$ cat src/rtl/spd_pkg.sv
package spd_pkg;
    typedef enum logic [1:0] {
        ST_IDLE,   // waiting for a vertical leading edge
        ST_SEEK,   // vertical high, waiting for the first horizontal edge
        ST_HOLD    // decision taken, waiting for the vertical trailing edge
    } spd_state_e;

    typedef enum logic [1:0] {
        CL_EVEN,
        CL_ODD,
        CL_UNK
    } spd_class_e;
endpackage

$ cat src/rtl/spd_tick.sv
module spd_tick #(
    parameter int TICKS_PER_US = 12
) (
    input  logic clk,
    input  logic rst_n,
    output logic tick
);
    localparam int HALF = (TICKS_PER_US / 2 < 1) ? 1 : TICKS_PER_US / 2;
    localparam int CW   = (HALF < 2) ? 1 : $clog2(HALF);
    localparam logic [CW-1:0] LAST = CW'(HALF - 1);

    logic [CW-1:0] cnt;

    always_ff @(posedge clk or negedge rst_n) begin
        if (!rst_n) begin
            cnt  <= '0;
            tick <= 1'b0;
        end else if (cnt == LAST) begin
            cnt  <= '0;
            tick <= 1'b1;
        end else begin
            cnt  <= cnt + 1'b1;
            tick <= 1'b0;
        end
    end
endmodule

$ cat src/rtl/spd_cond.sv
module spd_cond #(
    parameter int STAGES = 3
) (
    input  logic clk,
    input  logic rst_n,
    input  logic din,
    output logic lvl,
    output logic rise,
    output logic fall
);
    logic [1:0]        sync_q;
    logic [STAGES-1:0] hist;
    logic              all1, all0;

    assign all1 = &hist;
    assign all0 = ~|hist;

    always_ff @(posedge clk or negedge rst_n) begin
        if (!rst_n) begin
            sync_q <= '0;
            hist   <= '0;
            lvl    <= 1'b0;
            rise   <= 1'b0;
            fall   <= 1'b0;
        end else begin
            sync_q <= {sync_q[0], din};
            hist   <= {hist[STAGES-2:0], sync_q[1]};
            rise   <= all1 && !lvl;
            fall   <= all0 && lvl;
            if (all1)      lvl <= 1'b1;
            else if (all0) lvl <= 1'b0;
        end
    end
endmodule

$ cat src/rtl/spd_satcnt.sv
module spd_satcnt #(
    parameter int W          = 8,
    parameter bit RESET_FULL = 1'b0
) (
    input  logic         clk,
    input  logic         rst_n,
    input  logic         clr,
    input  logic         inc,
    output logic [W-1:0] cnt
);
    always_ff @(posedge clk or negedge rst_n) begin
        if (!rst_n)                 cnt <= RESET_FULL ? '1 : '0;
        else if (clr)               cnt <= '0;
        else if (inc && cnt != '1)  cnt <= cnt + 1'b1;
    end
endmodule

$ cat src/rtl/sync_parity_det.sv
module sync_parity_det
    import spd_pkg::*;
#(
    parameter int TICKS_PER_US = 12,
    parameter int DEGLITCH     = 3,
    parameter int H_MIN_HUS    = 11,
    parameter int H_MAX_HUS    = 25,
    parameter int V_MIN_HUS    = 300,
    parameter int V_MAX_HUS    = 3000,
    parameter int EVEN_HUS     = 24,
    parameter int ODD_LO_HUS   = 40,
    parameter int ODD_HI_HUS   = 88
) (
    input  logic clk,
    input  logic rst_n,
    input  logic hsync_in,
    input  logic vsync_in,
    input  logic h_err_clr,
    input  logic v_err_clr,
    output logic field_odd,
    output logic parity_unknown,
    output logic field_start,
    output logic h_width_err,
    output logic v_width_err
);
    localparam int HTOP = (H_MAX_HUS > ODD_HI_HUS) ? H_MAX_HUS : ODD_HI_HUS;
    localparam int HW   = $clog2(HTOP + 2);
    localparam int VW   = $clog2(V_MAX_HUS + 2);
    localparam logic [HW-1:0] H_MIN_C  = HW'(H_MIN_HUS);
    localparam logic [HW-1:0] H_MAX_C  = HW'(H_MAX_HUS);
    localparam logic [HW-1:0] EVEN_C   = HW'(EVEN_HUS);
    localparam logic [HW-1:0] ODD_LO_C = HW'(ODD_LO_HUS);
    localparam logic [HW-1:0] ODD_HI_C = HW'(ODD_HI_HUS);
    localparam logic [VW-1:0] V_MIN_C  = VW'(V_MIN_HUS);
    localparam logic [VW-1:0] V_MAX_C  = VW'(V_MAX_HUS);

    logic          tick;
    logic [1:0]    raw, lvl, rise, fall;
    logic          h_lvl, h_rise, h_fall, v_lvl, v_rise, v_fall;
    logic [HW-1:0] h_wcnt, h_age, off_cnt;
    logic [VW-1:0] v_wcnt;
    spd_state_e    state, state_nx;
    spd_class_e    cls, post_cls;
    logic          h_win_ok, v_win_ok, pre_even, timeout, field_ok;

    spd_tick #(.TICKS_PER_US(TICKS_PER_US)) u_tick (
        .clk(clk), .rst_n(rst_n), .tick(tick)
    );

    // channel 0: horizontal, channel 1: vertical
    assign raw = {vsync_in, hsync_in};
    for (genvar g = 0; g < 2; g++) begin : g_cond
        spd_cond #(.STAGES(DEGLITCH)) u_cond (
            .clk(clk), .rst_n(rst_n), .din(raw[g]),
            .lvl(lvl[g]), .rise(rise[g]), .fall(fall[g])
        );
    end
    assign {v_lvl, h_lvl}   = lvl;
    assign {v_rise, h_rise} = rise;
    assign {v_fall, h_fall} = fall;

    spd_satcnt #(.W(HW)) u_hwidth (
        .clk(clk), .rst_n(rst_n), .clr(h_rise), .inc(tick && h_lvl), .cnt(h_wcnt)
    );
    spd_satcnt #(.W(HW), .RESET_FULL(1'b1)) u_hage (
        .clk(clk), .rst_n(rst_n), .clr(h_rise), .inc(tick), .cnt(h_age)
    );
    spd_satcnt #(.W(HW)) u_offset (
        .clk(clk), .rst_n(rst_n), .clr(v_rise), .inc(tick && state == ST_SEEK), .cnt(off_cnt)
    );
    spd_satcnt #(.W(VW)) u_vwidth (
        .clk(clk), .rst_n(rst_n), .clr(v_rise), .inc(tick && v_lvl), .cnt(v_wcnt)
    );

    assign h_win_ok = (h_wcnt >= H_MIN_C) && (h_wcnt < H_MAX_C);
    assign v_win_ok = (v_wcnt >= V_MIN_C) && (v_wcnt < V_MAX_C);
    assign pre_even = h_rise || (h_age <= EVEN_C);
    assign timeout  = off_cnt > ODD_HI_C;
    assign field_ok = v_fall && v_win_ok && (state == ST_HOLD);

    always_comb begin
        if (off_cnt <= EVEN_C)                                post_cls = CL_EVEN;
        else if (off_cnt >= ODD_LO_C && off_cnt <= ODD_HI_C) post_cls = CL_ODD;
        else                                                  post_cls = CL_UNK;
    end

    // next state
    always_comb begin
        state_nx = state;
        unique case (state)
            ST_IDLE: if (v_rise) state_nx = pre_even ? ST_HOLD : ST_SEEK;
            ST_SEEK: begin
                if (v_fall)                  state_nx = ST_IDLE;
                else if (h_rise || timeout)  state_nx = ST_HOLD;
            end
            ST_HOLD: if (v_fall) state_nx = ST_IDLE;
            default: state_nx = ST_IDLE;
        endcase
    end

    // state register
    always_ff @(posedge clk or negedge rst_n) begin
        if (!rst_n) state <= ST_IDLE;
        else        state <= state_nx;
    end

    // outputs and decision register
    always_ff @(posedge clk or negedge rst_n) begin
        if (!rst_n) begin
            cls            <= CL_EVEN;
            field_odd      <= 1'b0;
            parity_unknown <= 1'b0;
            field_start    <= 1'b0;
            h_width_err    <= 1'b0;
            v_width_err    <= 1'b0;
        end else begin
            unique case (state)
                ST_IDLE: if (v_rise && pre_even) cls <= CL_EVEN;
                ST_SEEK: begin
                    if (!v_fall && h_rise)  cls <= post_cls;
                    else if (!v_fall && timeout) cls <= CL_UNK;
                end
                ST_HOLD: ;
                default: ;
            endcase

            field_start <= field_ok;
            if (field_ok) begin
                if (cls == CL_UNK) begin
                    parity_unknown <= 1'b1;
                end else begin
                    parity_unknown <= 1'b0;
                    field_odd      <= (cls == CL_ODD);
                end
            end

            if (h_fall && !h_win_ok) h_width_err <= 1'b1;
            else if (h_err_clr)      h_width_err <= 1'b0;

            if (v_fall && !v_win_ok) v_width_err <= 1'b1;
            else if (v_err_clr)      v_width_err <= 1'b0;
        end
    end
endmodule

$ cat config.mk
export PLATFORM = sky130hd
export DESIGN_NAME = sync_parity_det
export DESIGN_NICKNAME = d
export VERILOG_FILES = /design/src/rtl/spd_pkg.sv /design/src/rtl/spd_tick.sv /design/src/rtl/spd_cond.sv /design/src/rtl/spd_satcnt.sv /design/src/rtl/sync_parity_det.sv
export SDC_FILE = /design/constraint.sdc
export NUM_CORES = 1
export LEC_CHECK = 0
export CAP_MARGIN = 20
export CORE_ASPECT_RATIO = 0.6
export CORE_MARGIN = 5
export CORE_UTILIZATION = 40
export CTS_CLUSTER_DIAMETER = 50
export CTS_CLUSTER_SIZE = 8
export DETAILED_ROUTE_END_ITERATION = 10
export DONT_BUFFER_PORTS = 1
export PLACE_DENSITY = 0.63
export SYNTH_ARGS = -nofsm -noshare
export SYNTH_HDL_FRONTEND = slang
export SYNTH_SLANG_ARGS = --single-unit
$ cat constraint.sdc
create_clock -name clk -period 1.67 [get_ports clk]
set_clock_uncertainty 0.05 [all_clocks]
set_input_delay 0.334 -clock clk [delete_from_list [all_inputs] [get_ports clk]]
set_output_delay 0.334 -clock clk [all_outputs]
set_load 0.01 [all_outputs]
== Yosys cells after proc, flatten, opt, wreduce, memory -nomap -nowiden ==
Index checks and enable logic that the tools add are counted.
Operators by class
  add/subtract/negate cells: 5
  order comparisons: 9
  equal/unequal tests: 16
  mux-type cells: 31
  bitwise operators: 1
  reduce and logical (&&, ||, !) cells: 45
Operator list (count)
  $mux 7: 6
  $mux 12: 2
  $add 7x1->7 const B: 3
  $logic_and 1x1->1: 21
  $ne 7x7->1 const B: 3
  $mux 2: 10
  $le 7x5->1 const B: 2
  $reduce_bool 2->1: 7
  $add 12x1->12 const B: 1
  $ge 12x9->1 const B: 1
  $lt 12x12->1 const B: 1
  $ne 12x12->1 const B: 1
  $reduce_and 3->1: 4
  $mux 1: 10
  $ne 2x1->1 const B: 4
  $ge 7x4->1 const B: 1
  $ge 7x6->1 const B: 1
  $gt 7x7->1 const B: 1
  $le 7x7->1 const B: 1
  $logic_not 1->1: 7
  $lt 7x5->1 const B: 1
  $ne 3x1->1 const B: 2
  $pmux 2 s3: 1
  $reduce_or 3->1: 2
  11 further kinds: 14
Word-level totals
  register bits after elaboration: 62
  word-level logic and storage cells: 130

== Longest topological paths before layout ==
Gate-level depths: netlist (run 1).
  depth after elaboration: 6
  depth in mapped cells: 6

== By module ==
A second synthesis (run 1) with hierarchy kept.
Second synthesis, totals
  cell total of the unflattened synthesis: 305
  area, all modules: 3283.1 µm²
By module, submodules not included
  spd_satcnt (u_hwidth ...): times used 2, cells an instance 41, area each 427.9 µm², seq. area each 175.2 µm²
  spd_satcnt (u_vwidth): times used 1, cells an instance 70, area each 714.4 µm², seq. area each 300.3 µm²
  sync_parity_det: times used 1, cells an instance 71, area each 630.6 µm², seq. area each 225.2 µm²
  spd_cond: times used 2, cells an instance 15, area each 247.7 µm², seq. area each 200.2 µm²
  spd_satcnt (u_hage): times used 1, cells an instance 41, area each 436.7 µm², seq. area each 183.9 µm²
  spd_tick: times used 1, cells an instance 11, area each 150.1 µm², seq. area each 100.1 µm²

== Worst setup path after synthesis (run 1) ==
Ideal clock, no wire load.
  kind: flip-flop to flip-flop
  start point: register u_hwidth.cnt[0]
  end point: register u_hwidth.cnt[5]
  library setup time: 132 ps
  arrival time: 1545 ps
  required time: 1488 ps
  path slack: -57 ps
  cell stages (with the launch flop): 6
  cell sequence: dfrtp_1 -> ha_1 -> and2_1 -> a2111oi_0 -> xnor2_1 -> nor2_1
On the way
  longest elaborated chain between the ends: 3
  elaborated cells between the ends (all ways): 6
  those cells by class: add/sub: 1; eq/ne: 1; mux: 2; reduce/logical: 2
RTL lines
  start, declared: RTL line spd_satcnt.sv:9  | output logic [W-1:0] cnt
  start signal, assigned: RTL line spd_satcnt.sv:12  | if (!rst_n) cnt <= RESET_FULL ? '1 : '0;
  start signal, assigned: RTL line spd_satcnt.sv:14  | else if (inc && cnt != '1) cnt <= cnt + 1'b1;
  $add 7x1->7 or $ne 7x7->1 (tied branches): RTL line spd_satcnt.sv:14
  $mux 7 or $logic_and 1x1->1 (tied branches): RTL line spd_satcnt.sv:14
  $mux 7 or $reduce_bool 2->1 (tied branches)
Several ways; a longest one is shown, not always the timed one. The select of a mux whose other input is x is not followed.
A chain may end at the register's enable or synchronous reset.

== Worst setup path after layout (run 1) ==
  start point: register u_offset.cnt[1]
  end point: register u_offset.cnt[1]
On the way
  longest elaborated chain between the ends: 3
  elaborated cells between the ends (all ways): 6
  those cells by class: add/sub: 1; eq/ne: 1; mux: 2; reduce/logical: 2
RTL lines (RTL line)
  start, declared: spd_satcnt.sv:9
  start signal, assigned: spd_satcnt.sv:12
  start signal, assigned: spd_satcnt.sv:14
  $add 7x1->7 or $ne 7x7->1 (tied branches): spd_satcnt.sv:14
  $mux 7 or $logic_and 1x1->1 (tied branches): spd_satcnt.sv:14
  $mux 7 or $reduce_bool 2->1 (tied branches)
Several ways; a longest one is shown, not always the timed one. The select of a mux whose other input is x is not followed.

==> results of run 1 <==
-- cell families after synthesis --
| family | Yosys count | synth area share (%) |
|---|---|---|
| fa+ha+maj | 7 | 2.85 |
| xor+xnor | 12 | 3.42 |
| buf+inv | 31 | 4.24 |
| simple gates | 104 | 18.7 |
| mux | 5 | 1.63 |
| flops | 62 | 50.8 |
| compound gates | 76 | 18.4 |
-- registers in the layout, summed over array words and instances (netlist names), 3 cells and up --
signal and flops:
u_hage.cnt 7, g_cond.u_cond.sync_q 4, u_vwidth.cnt 12, g_cond.u_cond.hist 6
u_offset.cnt 7, u_hwidth.cnt 7, u_tick.cnt 3
-- cells in the mapped netlist, types with 6 or more instances --
cell type   n  area [sq um]
nor3_1      7          35.0
dfrtp_1    55          1380
ha_1        7          87.6
nand2b_1    6          37.5
dfstp_2     7           184
o21ai_0    13          65.1
a21oi_1    13          65.1
nand2_1    16          60.1
nor2_1     28           105
xnor2_1    12           105
inv_1      22          82.6
nand3_1    10          50.1
-- layout by cell type (no fill, tap or decap), drive strengths merged, types with 3 or more instances in the layout --
| cell type | synthesis | final |
|---|---|---|
| dfrtp | 55 | 55 |
| buf | 6 | 51 |
| nor2 | 28 | 28 |
| inv | 22 | 22 |
| o21ai | 17 | 17 |
| nand2 | 16 | 16 |
| a21oi | 16 | 16 |
| nand3 | 13 | 13 |
| xnor2 | 12 | 12 |
| clkbuf | 3 | 10 |
| nor3 | 7 | 7 |
| dfstp | 7 | 7 |
| ha | 7 | 7 |
| nand2b | 6 | 6 |
| o31ai | 5 | 5 |
| mux2i | 5 | 5 |
| a31oi | 5 | 5 |
| a311oi | 5 | 5 |
| nand4 | 4 | 4 |
| bufinv | 0 | 4 |
| and4 | 4 | 4 |
| or3 | 4 | 4 |
| or4 | 4 | 4 |
| nor2b | 3 | 3 |
| nand3b | 3 | 3 |
| a211oi | 3 | 3 |
| and3 | 3 | 3 |
| a211o | 3 | 3 |
| a2111oi | 3 | 3 |
| and2 | 3 | 3 |
-- cell type report --
type	instances	area share, %
multi-input cells	204	37.4
flip-flops and latches	62	38.3
inverters	22	2.02
repair buffers	53	9.98
well taps	104	3.19
clock inverters	6	3.25
clock buffers	10	5.85
-- metal layers --
| layer | wire, um | vias to the layer above | track usage (%) |
|---|---|---|---|
| li1 | - | 1186 | - |
| met3 | 491 | 6 | 6.10 |
| met4 | 68 | 0 | 5.64 |
| met5 | 0 | - | 0 |
| met2 | 2840 | 74 | 19.7 |
| met1 | 3480 | 1182 | 23.6 |
-- power by group --
group | switching [mW] | internal [mW] | leakage, nW
combinational | 0.320 | 0.371 | 0.740
sequential | 0.170 | 1.70 | 0.786
clock | 0.656 | 1.64 | 0.179
-- worst register-to-register path: stages, from the launching register on --
cell	delay [ns]
dfrtp_2	0.44
ha_4	0.17
buf_6	0.11
and4_4	0.19
a31oi_1	0.17
buf_4	0.16
mux2i_1	0.18
nor2_1	0.06
-- path summary, 6_finish.rpt --
check / from / end / slack (ns)
max: u_offset.cnt[1]$_DFFE_PN0P_ / u_offset.cnt[1]$_DFFE_PN0P_ / 0.006
min: rst_n / u_vwidth.cnt[10]$_DFFE_PN0P_ / -0.35
max reg2reg: u_offset.cnt[1]$_DFFE_PN0P_ / u_offset.cnt[1]$_DFFE_PN0P_ / 0.006
min reg2reg: g_cond[1].u_cond.sync_q[0]$_DFF_PN0_ / g_cond[1].u_cond.sync_q[1]$_DFF_PN0_ / 0.30
max in group asynchronous: rst_n / u_hage.cnt[5]$_DFFE_PN1P_ / 1.72
min in group clk: h_err_clr / h_width_err$_DFFE_PN0P_ / 0.06
-- timing repair --
action / 4_1_cts / 5_1_grt
pin swaps: 6 / 15
resized for setup: 12 / 24
gates cloned: 0 / 1
setup endpoints to repair: 16 / 22
hold endpoints to repair: 64 / 62
buffers inserted: 2 / 3
==> flow_metrics.tcl, run 1 <==
set metrics [dict create \
    p_leak_nw 1.70 \
    gr-usage-all-layers_pct 15.6 \
    end_kind "register" \
    io_buffers 0 \
    initial_core_util_pct 41.7 \
    syn_area_sq_mm 0.00307 \
    insertedDiodeCount 0 \
    yosysWarnings 0 \
    layout-drive-gt1-share_pct 32.8 \
    cts_sinks 62 \
    hpwl_mm 4.69 \
    crit_type "register to register" \
    whs_ns -0.354 \
    place_area_sq_mm 0.00350 \
    die_w_um 123 \
    multi_input_area_sq_mm 0.00153 \
    area.sequential_sq_mm 0.00157 \
    grt_max_degree 63 \
    drt_pass1_iterations 5 \
    gp_congestion 0.857 \
    die_area_sq_mm 0.00959 \
    core-area_sq_mm 0.00736 \
    max_stage_delay_ns 0.44 \
    fin_crit_sh_pct 99.7 \
    peakVddDrop_uv 738 \
    rsz0062_at_grt "true" \
    synth.distinct_cells 59 \
    place_ws_ns -0.157 \
    num_vias 2448 \
    setup_tns_ns 0 \
    grt_pass1_wl_mm 11.5 \
    finalHoldViolations 62 \
    fin_crit_ns 1.66 \
    drt_iter0_drc 146 \
    cts_buffers 9 \
    nNetsFinal 365 \
    fmax_mhz 601 \
    slew_headroom_pct 76.6 \
    worstSetupStartpointType "register" \
    synth_edf_count 0 \
    antenna_left 0 \
    final_design_area_no_fill_sq_mm 0.00409 \
    placed_cells 438 \
    cp_cell_sequence "ha_4 -> buf_6 -> and4_4 -> a31oi_1 -> buf_4 -> mux2i_1 -> nor2_1" \
    stdcell_count 461 \
    post_drt_via_cell_ratio 5.31 \
    status "finished, violations left" \
    ys_ff_latch 62 \
    post-route-drc-count 0 \
    hold_path.class "input port to async pin" \
    powerDensity_mw_per_mm2 1190 \
    tightest_slew_ns 0.350 \
    grt_antenna_before_repair 0 \
    cts_tree "done" \
    die_h_um 77.9 \
    timing.critical_path.buf_inv 2 \
    maxCapViolations 0 \
    slew_viol_final 0 \
    areaGrowthSynthToFinish_pct 33.0 \
    path_delay_family "flip-flops" \
    critPathArrivalTime_ns 1.82 \
    path_max_fanout 4 \
    cp.depth 7 \
    cp_slowest_cell "dfrtp_2" \
    worst_slack_ns 0.00582 \
    grt_overflow 0 \
    rows 24 \
    syn_inst 297 \
    violations "hold timing" \
    ff2ff_path_depth 7 \
    io_pins 11 \
    htree_levels 3 \
    syn_avg_cell_area_sq_um 10.3 \
    grt_pass1_vias 2306 \
    critPathRequiredTime_ns 1.82 \
    fillers 623 \
    cts_max_path_buffers 2 \
    clock_latency_ns 0.33 \
    cts_hold_buf 2 \
    routedWlPerCell_um 14.9 \
    final_util_pct 55.5 \
    synth_nets 310 \
    clk_pin_slew_ns 0.05 \
    setup_violations 0 \
    clockRootBuffer "clkbuf_16" \
    synthArstFlopShare_pct 100 \
    power_mw 4.86 \
    synth_flop_cell "dfrtp_1" \
    ys_seq_area_share_pct 50.8 \
    routed_wl_mm 6.88 \
]
Note: power is estimated with default switching activity, not from simulation.
==> run 2: changes to the inputs <==
--- a/config.mk
+++ b/config.mk
@@ -5,15 +5,16 @@
 export SDC_FILE = /design/constraint.sdc
 export NUM_CORES = 1
 export LEC_CHECK = 0
+export ABC_AREA = 1
 export CAP_MARGIN = 20
 export CORE_ASPECT_RATIO = 0.6
 export CORE_MARGIN = 5
-export CORE_UTILIZATION = 40
+export CORE_UTILIZATION = 57
 export CTS_CLUSTER_DIAMETER = 50
 export CTS_CLUSTER_SIZE = 8
 export DETAILED_ROUTE_END_ITERATION = 10
 export DONT_BUFFER_PORTS = 1
-export PLACE_DENSITY = 0.63
+export PLACE_DENSITY = 0.82
 export SYNTH_ARGS = -nofsm -noshare
 export SYNTH_HDL_FRONTEND = slang
 export SYNTH_SLANG_ARGS = --single-unit
==> flow_metrics.tcl, run 2 <==
set metrics [dict create \
    fillers 450 \
    fmax_mhz 598 \
    synth_compound_area_share_pct 8.72 \
    hpwl_mm 4.35 \
    io_buffers 0 \
    synthArstFlopShare_pct 100 \
    slew_viol_final 0 \
    worst_slack_ns -0.00239 \
    grt_pass1_vias 2392 \
    synth-xor-area-share_pct 1.11 \
    layout-drive-gt1-share_pct 18.7 \
    gr-usage-all-layers_pct 19.7 \
    setup_violations 1 \
    path_max_fanout 4 \
    layout_commonest_cell "nand2_1" \
    place_ws_ns 0.0388 \
    end_kind "register" \
    maxCapViolations 0 \
    io_pins 11 \
    violations "hold timing, setup timing" \
    p_leak_nw 1.72 \
    crit_start "u_hage.cnt[0]$_DFFE_PN1P_" \
    nNetsFinal 430 \
    p_seq_share_pct 51.8 \
    grt_overflow 0 \
    fin_crit_sh_pct 100 \
    netSwitchingPower_mw 1.01 \
    synth_nets 401 \
    area.sequential_sq_mm 0.00156 \
    final_util_pct 65.9 \
    largest_reg_flops 12 \
    cts_tree "done" \
    yosys-mux-area-fraction_pct 0 \
    ys_ff_latch 62 \
    p_comb_share_pct 14.8 \
    rsz0062_at_grt "true" \
    hold_path.class "input port to async pin" \
    insertedDiodeCount 0 \
    grt_antenna_before_repair 0 \
    routed_wl_mm 6.37 \
    clk_pin_slew_ns 0.07 \
    worstSetupStartpointType "register" \
    clkPwrFrac_pct 33.4 \
    largest_register "u_vwidth.cnt" \
    syn_inst 388 \
    areaGrowthSynthToFinish_pct 14.1 \
    synth_flop_cell "dfrtp_1" \
    routedWlPerCell_um 13.0 \
    ys_seq_area_share_pct 49.4 \
    yosys-top-cells-area "dfrtp_1, nand2_1, inv_1, dfstp_2, nand3_1" \
    yosys.area_share.simple_pct 28.7 \
    powerDensity_mw_per_mm2 958 \
    grt_pass1_wl_mm 10.8 \
    core-area_sq_mm 0.00547 \
    yosysTopAreaCellShare_pct 43.6 \
    slew_headroom_pct 77.6 \
    peakVddDrop_uv 553 \
    synth.distinct_cells 34 \
    whs_ns -0.376 \
    grt_max_degree 63 \
    switching_share_pct 29.2 \
    antenna_left 0 \
    yosysWarnings 0 \
    rows 21 \
    drt_iter0_drc 177 \
    cts_sinks 62 \
    synth_edf_count 0 \
    critPathArrivalTime_ns 1.90 \
    yosysMostFrequentCell "nand2_1" \
    die_area_sq_mm 0.00717 \
    die_w_um 106 \
    crit_type "register to register" \
    gp_congestion 0.891 \
    synthTopCellsByCount "nand2_1, inv_1, dfrtp_1, nor2_1, nand3_1" \
    final_design_area_no_fill_sq_mm 0.00360 \
    post_drt_via_cell_ratio 5.27 \
    num_vias 2588 \
    fin_crit_ns 1.67 \
    synth_fa_ha_area_share_pct 2.78 \
    die_h_um 67.6 \
    syn_avg_cell_area_sq_um 8.13 \
    drt_pass1_iterations 5 \
    status "finished, violations left" \
    cts_hold_buf 2 \
    reg2reg_from "u_hage.cnt[0]$_DFFE_PN1P_" \
    clockRootBuffer "clkbuf_8" \
    post-route-drc-count 0 \
    place_area_sq_mm 0.00327 \
    finalHoldViolations 62 \
    clock_latency_ns 0.35 \
    cts_buffers 9 \
    syn_area_sq_mm 0.00316 \
    synth_top_family_by_area "simple AND/OR/NAND/NOR gates" \
    layout_common_cells "nand2_1, inv_1, dfrtp_1" \
    tightest_slew_ns 0.334 \
    multi_input_area_sq_mm 0.00135 \
    critPathRequiredTime_ns 1.90 \
    p_int_mw 2.44 \
    yosysTopAreaCell "dfrtp_1" \
    cts_max_path_buffers 2 \
    initial_core_util_pct 57.7 \
    htree_levels 3 \
]
==> run 2: cell count changes after synthesis, sizes merged, moves of 8 or more <==
cell / before / now
inv: 22 / 70
xnor2: 12 / 1
a21oi: 16 / 7
nand4: 4 / 12
o21ai: 17 / 37
nor3: 7 / 15
nand2: 16 / 80
nor2: 28 / 45
nand3: 13 / 36
==> run 2: metal layers <==
layer | part of all wire [%] | vias to the layer above | track usage (%) | wire length, um
met5 | 0 | - | 0 | 0
met4 | 1.1 | 0 | 8.24 | 72
met3 | 6.8 | 8 | 6.69 | 432
met2 | 43 | 91 | 28.2 | 2750
met1 | 49 | 1186 | 27.4 | 3120
li1 | - | 1303 | - | -
==> run 2: layout make-up <==
class / count / area share, %
clock buffer: 10 / 3.82
multi-input combinational: 253 / 37.4
clock inverter: 6 / 1.04
inverter: 70 / 7.51
timing repair buffer: 21 / 4.52
sequential: 62 / 43.4
tap: 69 / 2.40
==> run 2: worst max-delay path: stages, from the launching register on <==
cell and delay, ns:
dfstp_2 0.56, ha_2 0.20, nand3_1 0.12, nor2_2 0.18, nand3_1 0.10, nand2_2 0.10
buf_4 0.13, o21ai_0 0.07, nand2_1 0.06, nor2_1 0.04
==> run 2: logic make-up after synthesis <==
logic type / Yosys count
AO/OA/AOI/OAI: 49
adder cells (fa/ha/maj): 7
buffers and inverters: 73
AND/OR/NAND/NOR: 193
XOR/XNOR: 4
flip-flops: 62
==> run 2: final timing paths <==
| check | endpoint | slack, ns | depth (start not counted) |
|---|---|---|---|
| min | u_offset.cnt[2]$_DFFE_PN0P_ | -0.38 | 0 |
| min in group clk | v_width_err$_DFFE_PN0P_ | 0.05 | 1 |
| min reg2reg | g_cond[1].u_cond.sync_q[1]$_DFF_PN0_ | 0.30 | 0 |
| max reg2reg | u_hage.cnt[3]$_DFFE_PN1P_ | -0.002 | 9 |
| max in group asynchronous | u_hage.cnt[5]$_DFFE_PN1P_ | 1.75 | 0 |
| max | u_hage.cnt[3]$_DFFE_PN1P_ | -0.002 | 9 |
==> run 2: power groups by stage <==
stage                     clock network, mW  logic (mW)  registers [mW]
after floorplan                           0       0.319            1.78
after global placement                    0       0.388            1.80
after detailed placement                  0       0.408            1.81
after CTS                              1.19       0.414            1.78
after global routing                   1.27       0.576            1.81
final                                  1.15       0.509            1.79
==> run 2: repair_timing <==
item | in CTS | in global routing
setup endpoints to repair | 0 | 26
buffers inserted | 0 | 12
endpoints found under the hold margin | 64 | 62
gates resized for setup | 0 | 16
==> run 2: stage by stage <==
| stage | total power [mW] | std cells | setup TNS (ns) |
|---|---|---|---|
| floorplan | 2.10 | 388 | 0 |
| finish | 3.45 | 491 | -0.00239 |
| CTS | 3.39 | 479 | 0 |
| detailed placement | 2.22 | 461 | 0 |
| global placement | 2.19 | 461 | 0 |
| global route | 3.65 | 491 | -0.445 |
==> run 3: changes to the inputs <==
--- a/config.mk
+++ b/config.mk
@@ -6,7 +6,7 @@
 export NUM_CORES = 1
 export LEC_CHECK = 0
 export ABC_AREA = 1
-export CAP_MARGIN = 20
+export CAP_MARGIN = 25
 export CORE_ASPECT_RATIO = 0.6
 export CORE_MARGIN = 5
 export CORE_UTILIZATION = 57
@@ -17,4 +17,5 @@
 export PLACE_DENSITY = 0.82
 export SYNTH_ARGS = -nofsm -noshare
 export SYNTH_HDL_FRONTEND = slang
+export SYNTH_HIERARCHICAL = 1
 export SYNTH_SLANG_ARGS = --single-unit
==> flow_metrics.tcl, run 3 <==
set metrics [dict create \
    use_met1_pct 28.5 \
    slew_viol_final 0 \
    insertedDiodeCount 0 \
    antenna_left 0 \
    violations "hold timing" \
    worst_slack_ns 0.156 \
    synthArstFlopShare_pct 100 \
    peakVddDrop_uv 596 \
    tightest_slew_ns 0.464 \
    final_util_pct 65.9 \
    grt_pass1_wl_mm 12.0 \
    end_kind "register" \
    grt_antenna_before_repair 0 \
    post-route-drc-count 0 \
    synth_flop_cell "dfrtp_1" \
    io_buffers 0 \
    gr-usage-all-layers_pct 19.3 \
    ff2ff_path_depth 6 \
    cts_sinks 62 \
    die_w_um 110 \
    largest_register "u_vwidth/cnt" \
    largest_reg_flops 12 \
    synth.distinct_cells 28 \
    cts_max_path_buffers 2 \
    setup_tns_ns 0 \
    setup_violations 0 \
    layout_commonest_cell "nand2_1" \
    syn_avg_cell_area_sq_um 7.35 \
    yosys-top-cells-area "dfrtp_1, nand2_1, nand3_1, inv_1, nor2_1" \
    num_vias 2910 \
    routedWlPerCell_um 12.2 \
    cts_buffers 9 \
    die_h_um 69.8 \
    htree_levels 3 \
    routed_wl_mm 6.87 \
    die_area_sq_mm 0.00766 \
    clk_pin_slew_ns 0.08 \
    maxCapViolations 0 \
    synthTopCellsByCount "nand2_1, inv_1, nand3_1, nor2_1, dfrtp_1" \
    clock_latency_ns 0.34 \
    ys_seq_area_share_pct 45.9 \
    whs_ns -0.359 \
    nNetsFinal 486 \
    top_usage_layer "met1" \
    place_area_sq_mm 0.00351 \
    syn_inst 463 \
    final_design_area_no_fill_sq_mm 0.00374 \
    yosysMostFrequentCell "nand2_1" \
    syn_area_sq_mm 0.00340 \
    synth_nets 473 \
    power_mw 3.50 \
    p_leak_nw 1.95 \
    status "finished, violations left" \
    cts_hold_buf 2 \
    hpwl_mm 4.84 \
    fmax_mhz 661 \
    clockRootBuffer "clkbuf_8" \
    finalHoldViolations 62 \
    grtUsageMet2_pct 28.4 \
    fin_crit_ns 1.51 \
    synth_edf_count 0 \
    initial_core_util_pct 59.9 \
    hold_path.class "input port to async pin" \
    layout_common_cells "nand2_1, inv_1, nand3_1" \
    io_pins 11 \
    crit_type "register to register" \
    rows 21 \
    critPathRequiredTime_ns 1.90 \
    post_drt_via_cell_ratio 5.19 \
    fin_crit_sh_pct 90.6 \
    place_ws_ns 0.111 \
    worstSetupStartpointType "register" \
    path_max_fanout 6 \
    yosysWarnings 6 \
    yosysTopAreaCellShare_pct 40.5 \
    placed_cells 543 \
    rsz0062_at_grt "false" \
    cts_setup_buffers 0 \
    cts_tree "done" \
    layout-drive-gt1-share_pct 9.56 \
    powerDensity_mw_per_mm2 936 \
    critPathArrivalTime_ns 1.75 \
    yosysTopAreaCell "dfrtp_1" \
    stdcell_count 561 \
    slew_headroom_pct 68.9 \
    drt_iter0_drc 205 \
    core-area_sq_mm 0.00568 \
    grt_max_degree 63 \
    ys_ff_latch 62 \
    met3_usage_pct 4.65 \
    grt_pass1_vias 2595 \
    grt_overflow 0 \
    areaGrowthSynthToFinish_pct 10.0 \
    gp_congestion 0.857 \
    drt_pass1_iterations 5 \
]
run 3: cell types whose count changed after synthesis, sizes merged, moves of 3 or more:
| cell | before | now |
|---|---|---|
| o21ai | 37 | 11 |
| nand2 | 80 | 145 |
| nor3 | 15 | 7 |
| nor2 | 45 | 59 |
| inv | 70 | 74 |
| nand3 | 36 | 69 |
| o21a | 0 | 4 |
| ha | 7 | 4 |
run 3: kinds of logic after synthesis:
| kind of cell | count (synthesis) | synth area share [%] |
|---|---|---|
| and+or+nand+nor | 294 | 38.4 |
| buffers and inverters | 78 | 8.87 |
| DFF | 62 | 45.9 |
| AOI/OAI and AO/OA | 22 | 4.64 |
| adders and majority gates | 4 | 1.47 |
| xor gates and xnor gates | 3 | 0.773 |
run 3: worst paths after layout:
path	from	slack (ns)	to
worst max-delay path	u_hwidth/cnt[0]$_DFFE_PN0P_	0.16	u_hwidth/cnt[4]$_DFFE_PN0P_
worst min-delay path	rst_n	-0.36	g_cond[0].u_cond/hist[1]$_DFF_PN0_
worst max register to register	u_hwidth/cnt[0]$_DFFE_PN0P_	0.16	u_hwidth/cnt[4]$_DFFE_PN0P_
worst min register to register	g_cond[1].u_cond/sync_q[1]$_DFF_PN0_	0.30	g_cond[1].u_cond/hist[0]$_DFF_PN0_
max in group asynchronous	rst_n	1.72	u_hage/cnt[1]$_DFFE_PN1P_
min in group clk	v_err_clr	0.04	v_width_err$_DFFE_PN0P_
run 3: critical path, cell delays in order, from the launching register on:
cell and delay [ns]:
dfrtp_1 0.39, ha_1 0.24, nand3_2 0.13, nor2_1 0.06, nor2_1 0.37, nand3_1 0.14, nand2_1 0.09
run 3: layout make-up:
class	instances	area, sq um
Tap cell	80	100
Clock buffer	13	169
Multi-Input combinational cell	323	1540
Sequential cell	62	1560
Fill cell	489	1930
Clock inverter	3	42.5
Timing Repair Buffer	5	42.5
Inverter	75	287
run 3: what timing repair did:
| action | in CTS | in global routing |
|---|---|---|
| endpoints found under the setup margin | 0 | 5 |
| hold endpoints to repair | 64 | 62 |
| resized for setup | 0 | 1 |
run 3: report_power, final:
| group | leakage [nW] | switching [mW] | internal, mW |
|---|---|---|---|
| Combinational | 1.04 | 0.220 | 0.155 |
| Clock | 0.106 | 0.568 | 0.810 |
| Sequential | 0.799 | 0.126 | 1.62 |
run 3: per-layer routing:
metal / routed length, um / vias up / part of all wire, %
li1: - / 1483 / -
met1: 3380 / 1324 / 49
met2: 2980 / 95 / 43
met5: 0 / - / 0
met3: 436 / 8 / 6.4
met4: 72 / 0 / 1.0
